==> config.mk <==
export PLATFORM = sky130hd
export DESIGN_NAME = gate_timing_gen
export DESIGN_NICKNAME = d
export VERILOG_FILES = /design/src/rtl/gt_pkg.sv /design/src/rtl/gt_code_decode.sv /design/src/rtl/gt_ring_stage.sv /design/src/rtl/gt_divider.sv /design/src/rtl/gate_timing_gen.sv
export SDC_FILE = /design/constraint.sdc
export NUM_CORES = 1
export LEC_CHECK = 0
export BUFFER_PORTS_ARGS = -buffer_cell sky130_fd_sc_hd__buf_2
export CELL_PAD_IN_SITES_DETAIL_PLACEMENT = 0
export CELL_PAD_IN_SITES_GLOBAL_PLACEMENT = 1
export CORE_ASPECT_RATIO = 1.1
export CORE_UTILIZATION = 40
export DETAILED_ROUTE_END_ITERATION = 8
export PLACE_DENSITY = 0.7
export SLEW_MARGIN = 20
export SYNTH_ARGS = -nofsm -noshare
export SYNTH_HDL_FRONTEND = slang
export SYNTH_SLANG_ARGS = --single-unit
==> constraint.sdc <==
create_clock -name clk -period 2.13 [get_ports clk]
set_clock_uncertainty 0.1 [all_clocks]
set_input_delay 0.426 -clock clk [delete_from_list [all_inputs] [get_ports clk]]
set_output_delay 0.426 -clock clk [all_outputs]
set_load 0.02 [all_outputs]
==> src/rtl/gt_pkg.sv <==
package gt_pkg;

    typedef enum logic [2:0] {
        GT_IDLE    = 3'd0,
        GT_CHARGE  = 3'd1,
        GT_RELEASE = 3'd2,
        GT_SETTLE  = 3'd3,
        GT_REST    = 3'd4
    } gt_state_e;

    // Half period in ticks for each code; checkers use this as an
    // independent reference to the ring/divider decomposition.
    function automatic int gt_half_ticks(input logic [3:0] code);
        int p;
        unique case (code)
            4'd0:  p = 112;
            4'd1:  p = 96;
            4'd2:  p = 80;
            4'd3:  p = 64;
            4'd4:  p = 56;
            4'd5:  p = 48;
            4'd6:  p = 40;
            4'd7:  p = 32;
            4'd8:  p = 28;
            4'd9:  p = 24;
            4'd10: p = 20;
            4'd11: p = 16;
            4'd12: p = 14;
            4'd13: p = 12;
            4'd14: p = 10;
            default: p = 8;
        endcase
        return p / 2;
    endfunction

endpackage

==> src/rtl/gt_code_decode.sv <==
module gt_code_decode #(
    parameter int FINE_W       = 2,
    parameter int COARSE_W     = 2,
    parameter int RING_LONGEST = 7,
    localparam int DIV_STAGES  = (1 << COARSE_W) - 1,
    localparam int RING_W      = $clog2(RING_LONGEST + 1),
    localparam int EXP_W       = $clog2(DIV_STAGES + 1)
) (
    input  logic [FINE_W+COARSE_W-1:0] code,
    output logic [RING_W-1:0]          ring_len,
    output logic [EXP_W-1:0]           div_exp
);
    logic [FINE_W-1:0]   fine;
    logic [COARSE_W-1:0] coarse;

    assign fine   = code[FINE_W-1:0];
    assign coarse = code[FINE_W+COARSE_W-1:FINE_W];

    // Higher fine bits shorten the ring; higher coarse bits shorten the divider.
    always_comb begin
        ring_len = RING_W'(RING_LONGEST) - RING_W'(fine);
        div_exp  = EXP_W'(DIV_STAGES) - EXP_W'(coarse);
    end
endmodule

==> src/rtl/gt_ring_stage.sv <==
module gt_ring_stage #(
    parameter int RING_LONGEST = 7,
    localparam int RING_W      = $clog2(RING_LONGEST + 1)
) (
    input  logic              clk,
    input  logic              rst_n,
    input  logic              clr,
    input  logic [RING_W-1:0] ring_len,
    output logic              at_end
);
    logic [RING_W-1:0] pos;
    logic [RING_W-1:0] last_pos;

    assign last_pos = ring_len - RING_W'(1);
    assign at_end   = (pos == last_pos);

    always_ff @(posedge clk) begin
        if (!rst_n || clr) begin
            pos <= '0;
        end else if (at_end) begin
            pos <= '0;
        end else begin
            pos <= pos + RING_W'(1);
        end
    end


    ring_range_chk: assert property (@(posedge clk) disable iff (!rst_n)
        (ring_len != '0) |-> (pos <= last_pos));
endmodule

==> src/rtl/gt_divider.sv <==
module gt_divider #(
    parameter int DIV_STAGES = 3,
    localparam int EXP_W     = $clog2(DIV_STAGES + 1)
) (
    input  logic             clk,
    input  logic             rst_n,
    input  logic             clr,
    input  logic             adv,
    input  logic [EXP_W-1:0] div_exp,
    output logic             term
);
    logic [DIV_STAGES-1:0] stage;
    logic [DIV_STAGES-1:0] carry;
    logic [DIV_STAGES-1:0] mask;

    // Toggle-flop chain: stage i flips when every lower stage is set.
    generate
        for (genvar i = 0; i < DIV_STAGES; i++) begin : g_stage
            if (i == 0) begin : g_first
                assign carry[i] = adv;
            end else begin : g_next
                assign carry[i] = carry[i-1] & stage[i-1];
            end
            assign mask[i] = (EXP_W'(i) < div_exp);

            always_ff @(posedge clk) begin
                if (!rst_n || clr) begin
                    stage[i] <= 1'b0;
                end else if (carry[i]) begin
                    stage[i] <= ~stage[i];
                end
            end
        end
    endgenerate

    // Terminal once every stage below the selected exponent is set.
    assign term = &(stage | ~mask);
endmodule

==> src/rtl/gate_timing_gen.sv <==
module gate_timing_gen
    import gt_pkg::*;
#(
    parameter int FINE_W       = 2,
    parameter int COARSE_W     = 2,
    parameter int RING_LONGEST = 7,
    parameter int RUN_W        = 8
) (
    input  logic                       clk,
    input  logic                       rst_n,
    input  logic [FINE_W+COARSE_W-1:0] period_code,
    input  logic                       run_req,
    output logic                       ls_gate,
    output logic                       hs_gate_n,
    output logic                       cycle_done
);
    localparam int CODE_W     = FINE_W + COARSE_W;
    localparam int DIV_STAGES = (1 << COARSE_W) - 1;
    localparam int RING_W     = $clog2(RING_LONGEST + 1);
    localparam int EXP_W      = $clog2(DIV_STAGES + 1);

    gt_state_e          state, state_nx;
    logic               start;
    logic [CODE_W-1:0]  code_q;
    logic [RING_W-1:0]  ring_len;
    logic [EXP_W-1:0]   div_exp;
    logic               ring_end;
    logic               div_term;
    logic               phase_last;
    logic               tmr_clr;

    gt_code_decode #(
        .FINE_W(FINE_W), .COARSE_W(COARSE_W), .RING_LONGEST(RING_LONGEST)
    ) u_decode (
        .code(code_q), .ring_len(ring_len), .div_exp(div_exp)
    );

    gt_ring_stage #(.RING_LONGEST(RING_LONGEST)) u_ring (
        .clk(clk), .rst_n(rst_n), .clr(tmr_clr),
        .ring_len(ring_len), .at_end(ring_end)
    );

    gt_divider #(.DIV_STAGES(DIV_STAGES)) u_div (
        .clk(clk), .rst_n(rst_n), .clr(tmr_clr), .adv(ring_end),
        .div_exp(div_exp), .term(div_term)
    );

    assign phase_last = ring_end & div_term;
    assign tmr_clr    = (state == GT_IDLE) | phase_last;

    // Next-state decode
    always_comb begin
        state_nx = state;
        start    = 1'b0;
        unique case (state)
            GT_IDLE: begin
                if (run_req) begin
                    state_nx = GT_CHARGE;
                    start    = 1'b1;
                end
            end
            GT_CHARGE: begin
                if (phase_last) state_nx = GT_RELEASE;
            end
            GT_RELEASE: state_nx = GT_SETTLE;
            GT_SETTLE:  state_nx = GT_REST;
            GT_REST: begin
                if (phase_last) begin
                    if (run_req) begin
                        state_nx = GT_CHARGE;
                        start    = 1'b1;
                    end else begin
                        state_nx = GT_IDLE;
                    end
                end
            end
            default: state_nx = GT_IDLE;
        endcase
    end

    // State register and code capture
    always_ff @(posedge clk) begin
        if (!rst_n) begin
            state  <= GT_IDLE;
            code_q <= '0;
        end else begin
            state <= state_nx;
            if (start) code_q <= period_code;
        end
    end

    // Registered outputs
    always_ff @(posedge clk) begin
        if (!rst_n) begin
            ls_gate    <= 1'b0;
            hs_gate_n  <= 1'b1;
            cycle_done <= 1'b0;
        end else begin
            ls_gate    <= (state_nx == GT_CHARGE);
            hs_gate_n  <= (state_nx != GT_RELEASE);
            cycle_done <= (state_nx == GT_SETTLE);
        end
    end

    // Checker state: length of the current low-side run
    logic [RUN_W-1:0] ls_run;
    always_ff @(posedge clk) begin
        if (!rst_n) ls_run <= '0;
        else        ls_run <= ls_gate ? ls_run + RUN_W'(1) : '0;
    end


    ls_len_chk: assert property (@(posedge clk) disable iff (!rst_n)
        $fell(ls_gate) |-> (int'(ls_run) == gt_half_ticks(4'(code_q))));

    no_overlap_chk: assert property (@(posedge clk) disable iff (!rst_n)
        !(ls_gate && !hs_gate_n));

    hs_follow_chk: assert property (@(posedge clk) disable iff (!rst_n)
        $fell(ls_gate) |-> !hs_gate_n);

    hs_one_tick_chk: assert property (@(posedge clk) disable iff (!rst_n)
        !hs_gate_n |=> hs_gate_n);

    done_after_hs_chk: assert property (@(posedge clk) disable iff (!rst_n)
        $rose(hs_gate_n) |-> cycle_done);

    done_single_chk: assert property (@(posedge clk) disable iff (!rst_n)
        cycle_done |=> !cycle_done);

    idle_hold_chk: assert property (@(posedge clk) disable iff (!rst_n)
        (state == GT_IDLE && !run_req) |=> !ls_gate);

    cycle_hold_chk: assert property (@(posedge clk) disable iff (!rst_n)
        (state == GT_CHARGE || state == GT_RELEASE || state == GT_SETTLE)
        |=> (state != GT_IDLE));
endmodule

# == Yosys cells after proc, flatten, opt, wreduce, memory -nomap -nowiden ==
# Index checks and enable logic that the tools add are counted.
# op_classes
addsub,4
n_lt_le_gt_ge,3
n_eq_ne,8
muxes,8
bitwise_logic,9
n_reduce_logical,5
# ops
operator,count
$pmux 3 s5,1
$eq 3x2->1 const B,3
$mux 3,3
$eq 3x1->1 const B,2
$lt 1x2->1 const A,2
$add 3x1->3 const B,1
$and 1x1->1,3
$eq 3x3->1,1
$eq 3x3->1 const B,1
$logic_not 3->1,1
$mux 1,3
$ne 3x2->1 const B,1
$not 1->1,3
$not 3->3,1
$or 3x3->3,1
$reduce_and 3->1,1
$sub 3x1->3 const B,1
$sub 3x2->3 const A,1
$lt 2x2->1 const A,1
$pmux 1 s2,1
$reduce_or 2->1,1
$sub 2x2->2 const A,1
$logic_not 1->1,1
$logic_or 1x1->1,1
$or 1x1->1,1
# totals
ff_bits,16
inputBits,7
out_inout_bits,3
wordCells,46

# == Depth between registers and ports, before layout ==
# logic_depth
word_depth,9
mapped_depth,5
ltp_nobuf,5

# == Cells and area by module ==
# A second synthesis with hierarchy kept.
# hier_totals
cells_unflattened,87
hier_area_um2,780.7
# by_module_without_submodules
module,n_inst,cells_per_inst,area_per_inst_um2,seq_area_each_um2
gate_timing_gen,1,47,434.2,200.2
gt_ring_stage,1,17,186.4,60.1
gt_divider,1,17,133.9,60.1
gt_code_decode,1,6,26.3,0.0

# == Worst setup path after synthesis ==
# No wires, ideal clock.
# synth_timing
path_kind,reg2reg
start,reg code_q[0]
end,reg ls_gate
arrival_ns,1.423
required_ns,1.927
slack_ns,0.503
stages_incl_launch_ff,6
cell_sequence,dfxtp_1 > ha_1 > xor2_1 > and3_2 > a21boi_0 > a2111oi_2
# synth_via
elab_chain_cells,7
word_cells_on_any_way,8
classes_between,add/sub (2); eq/ne (2); mux (3); bitwise (1)
# synth_lines
item,line,source
"start, declared",gate_timing_gen.sv:24,logic [CODE_W-1:0] code_q;
"start signal, assigned",gate_timing_gen.sv:88,if (start) code_q <= period_code;
$sub 3x2->3 (*),gt_code_decode.sv:21,ring_len = RING_W'(RING_LONGEST) - RING_W'(fine);
$sub 3x1->3 (*),gt_ring_stage.sv:14,assign last_pos = ring_len - RING_W'(1);
$eq 3x3->1 (*),gt_ring_stage.sv:15,assign at_end = (pos == last_pos);
$and 1x1->1 (*),gate_timing_gen.sv:48,assign phase_last = ring_end & div_term;
$mux 3 (on tied branches),"gate_timing_gen.sv:68, gate_timing_gen.sv:63",
$pmux 3 s5 (*),gate_timing_gen.sv:55,unique case (state)
$eq 3x1->1 (*),gate_timing_gen.sv:99,ls_gate <= (state_nx == GT_CHARGE);
"end signal, assigned",gate_timing_gen.sv:99,
"end, declared",gate_timing_gen.sv:13,"output logic ls_gate,"
# Mark *: on every way between the ends. The rest lies on a longest branch, timed or not.
# A chain may end at the register's enable or synchronous reset.

# == Final worst setup path ==
# Same ends and word-level chain as after synthesis.

==> out/results.env <==
RESULT_OF_THE_RUN='finished clean'
IO_PINS=10
CORE.ROWCOUNT=15
INSERTEDDIODECOUNT=0
NFILLCELLS=154
TRITONCTS.NUM_BUFFERS=3
WORST-ENDPOINT-REQUIRED_NS=2.22
TRITONCTS='yes'
LARGEST_FAMILY_OF_LOGIC_CELLS_BY_SYNTHESIZED_AREA='simple AND/OR/NAND/NOR gates'
CP.ARRIVAL_NS=1.89
START_UTIL=0.444
POST_CTS_RESIZED=0
DETAIL_ROUTE.WIRELENGTH_MM=1.33
CRIT_PATH_CELL_TRACE='ha_1 -> xor2_1 -> and3_2 -> a21boi_0 -> a2111oi_2'
DIE-AREA_SQ_UM=1990
SYNTH-XOR-AREA-SHARE=0.0483
CLK_LATENCY_NS=0.28
SYNTH_NETS=87
SETUP_VIOLATIONS=0
GRT_REMAINING_OVERFLOW=0
MOST_FREQUENT_CELLS_IN_THE_LAYOUT='dfxtp_1, nand2_1, buf_2'
CTS.HOLD.BUFFERS_ADDED=0
GLOBAL_ROUTE_WIRE_LENGTH_BEFORE_REPAIR_MM=2.30
SYNTH_SIMPLE_GATE_AREA_FRAC=0.209
ANTENNA_FOUND_INITIAL=0
TIMING.FINAL.HOLD_VIOLATIONS=0
DP_HPWL_UM=930
WORST_PATH_MAX_DELAY_CELL='dfxtp_1'
PIN_COUNT_OF_THE_BIGGEST_NET_ENTERING_GLOBAL_ROUTING=16
ROUTE.VIAS.TOTAL=588
POST-ROUTE-MIN-PERIOD_NS=1.79
SYNTHESIS.YOSYS.WARNINGS=0
ROUTE.DETAILED.WL_PER_INST_UM=12.4
DETAIL-ROUTE-ANTENNA-NETS=0
LAYOUT.CORE_UTILIZATION=0.502
POWER_DENSITY_nW_PER_UM2=709
DIE_HEIGHT_UM=46.7
POST_ROUTE_CELLS_DRIVE_ABOVE_1_SHARE=0.211
SEQ_AREA_FRAC_SYNTH=0.441
YS_SEQ_ELEMENTS=16
SYNTHESIS.AREA_PER_INSTANCE_SQ_UM=9.30
MAX-CAP-VIOLATIONS=0
SETUP.WORST_PATH.START_CLASS='register'
CRIT_FANOUT=4
R2R_SETUP_SLACK_NS=0.34
DRT_FIRST_PASS_ITERS=4
SEQCELLAREA_SQ_UM=320
NUMBER_OF_DISTINCT_LIBRARY_CELL_VARIANTS_IN_THE_GATE_LEVEL_NETLIST_AFTER_SYNTHESIS=32
FMAXACHIEVABLE_MHz=557
MULTIINPUTGATEAREA_SQ_UM=389
CTS_BUFFER_DEPTH=2
MAX-VDD-IR-DROP_V=0.000410
POSTCTSSETUPREPAIRBUFS=0
DETAIL_ROUTE.VIAS_PER_CELL=5.50
COUNT_OF_FINAL_MAX_SLEW_CHECK_FAILURES=0
AREA_DELTA_SYNTH_FINAL_PCT=12.9
POWER.STATIC_LEAKAGE_nW=0.348
CLOCK_PIN_SLEW_ON_THE_WORST_SETUP_AND_HOLD_PATHS_NS=0.09
PORT-BUFFER-COUNT=9
DIEWIDTH_UM=42.6
FP.COREAREA_SQ_UM=1630
SLEW_HEADROOM=0.647
SYNTHESIS.AREA_SQ_UM=726
GRTUSAGETOTAL=0.157
DR.FIRST_ITER.DRC_COUNT=12
MOSTFREQUENTLAYOUTCELL='dfxtp_1'
WORSTMARGINPINSLEW_NS=0.525
SYNTH_COMPOUND_GATE_AREA_SHARE=0.190
SYNTHCELLS=78
FINALNETCOUNT=100
CTS_ROOT_BUFFER_TYPE='clkbuf_4'
CP_SLOWEST_STAGE_DELAY_NS=0.34
RSZ0062_AT_GRT='false'
YOSYS-MUX-AREA-FRACTION=0.0552
NUMBER_OF_DESIGN_RULE_VIOLATIONS_LEFT_AFTER_DETAIL_ROUTING=0
PATH_CLASS='reg -> reg'
ENDPOINT_KIND='register'
H-TREE-DEPTH=1
WORST_HOLD_PATH_TYPE='in -> reg'
YOSYS.AREA_SHARE.ADDER=0.0345
ROUTABILITYCONGESTION=0.775
GRT_PASS1_VIAS=528
TNS_NS=0
FINAL.PERIOD_UTILIZATION=0.843
CTS.SINK_COUNT=16
critical path: cells and delay by family (launching register included):
| family | cells | cell delay [ns] |
|---|---|---|
| simple gates | 1 | 0.26 |
| compound gates | 2 | 0.50 |
| xor+xnor | 1 | 0.19 |
| flops | 1 | 0.34 |
| fa+ha+maj | 1 | 0.30 |
synthesized netlist by cell type:
master / instances / share of area
nand3_1: 2 / 0.014
a21oi_2: 1 / 0.012
a2111oi_2: 1 / 0.021
nor3_1: 1 / 0.0069
nand2_1: 10 / 0.052
a31o_2: 1 / 0.012
o211ai_1: 1 / 0.010
nor2_1: 8 / 0.041
dfxtp_1: 16 / 0.44
o311ai_0: 1 / 0.012
dlygate4sd1_1: 1 / 0.012
o21ai_1: 1 / 0.0069
o31ai_1: 1 / 0.010
and3_2: 1 / 0.010
ha_1: 2 / 0.034
a21o_1: 2 / 0.021
nand2b_1: 2 / 0.017
xor2_1: 2 / 0.024
nor3b_1: 1 / 0.010
and3_1: 1 / 0.0086
or3b_1: 1 / 0.012
a211oi_2: 1 / 0.017
inv_1: 2 / 0.010
or3_1: 1 / 0.0086
a21oi_1: 5 / 0.034
mux2i_1: 4 / 0.055
and4b_2: 1 / 0.016
xnor2_1: 2 / 0.024
a31oi_1: 1 / 0.0086
nand4b_1: 1 / 0.012
a21boi_0: 1 / 0.010
o21ai_0: 2 / 0.014
path summary, 6_finish.rpt:
check,from,endpoint,cells after the start
hold / removal,period_code[2],code_q[2],3
setup reg to reg,code_q[0],ls_gate,5
hold reg to reg,u_ring.pos[0],u_ring.pos[0],1
setup / recovery,code_q[0],ls_gate,5
through the flow:
| stage | hold WS [ns] | cells | worst slack, ns | area [sq um] | power, mW |
|---|---|---|---|---|---|
| 6_report | 0.271 | 107 | 0.335 | 820 | 0.581 |
| 5_1_grt | 0.271 | 107 | 0.193 | 820 | 0.611 |
| 4_1_cts | 0.270 | 107 | 0.342 | 820 | 0.588 |
| 3_5_place_dp | 0.354 | 103 | 0.362 | 783 | 0.389 |
| 3_3_place_gp | 0.351 | 103 | 0.385 | 783 | 0.388 |
| 2_1_floorplan | 0.330 | 78 | 0.503 | 726 | 0.371 |
cell type report:
cell class	count	area share
multi-input cells	59	0.475
flip-flops and latches	16	0.391
repair buffers	9	0.0550
clock buffers	4	0.0443
well taps	17	0.0260
inverters	2	0.00916
sequential cells by signal (all words and copies together), names as in the netlist:
name,flops
cycle_done,1
u_div.stage,3
u_ring.pos,3
code_q,4
state,3
hs_gate_n,1
ls_gate,1
routing by layer:
layer | GRT usage | vias up | wire (um)
li1 | - | 303 | -
met1 | 0.195 | 273 | 670
met2 | 0.252 | 7 | 591
met3 | 0.0235 | 5 | 31
met4 | 0.113 | 0 | 37
met5 | 0 | - | 0
kinds of logic (layout without fill, tap and decap cells):
logic type / Yosys count / after routing
AND/OR/NAND/NOR: 30 / 30
AO/OA/AOI/OAI: 19 / 19
flip-flops: 16 / 16
XOR/XNOR: 4 / 4
multiplexers: 4 / 4
buffers and inverters: 3 / 15
adder cells (fa/ha/maj): 2 / 2
where the power goes:
part	switching (mW)	total, mW	internal [mW]	leakage [nW]
Sequential	0.0112	0.322	0.310	0.130
Clock	0.0954	0.200	0.104	0.0210
Combinational	0.0339	0.0603	0.0263	0.197
Power figures use the tool's default switching activity.
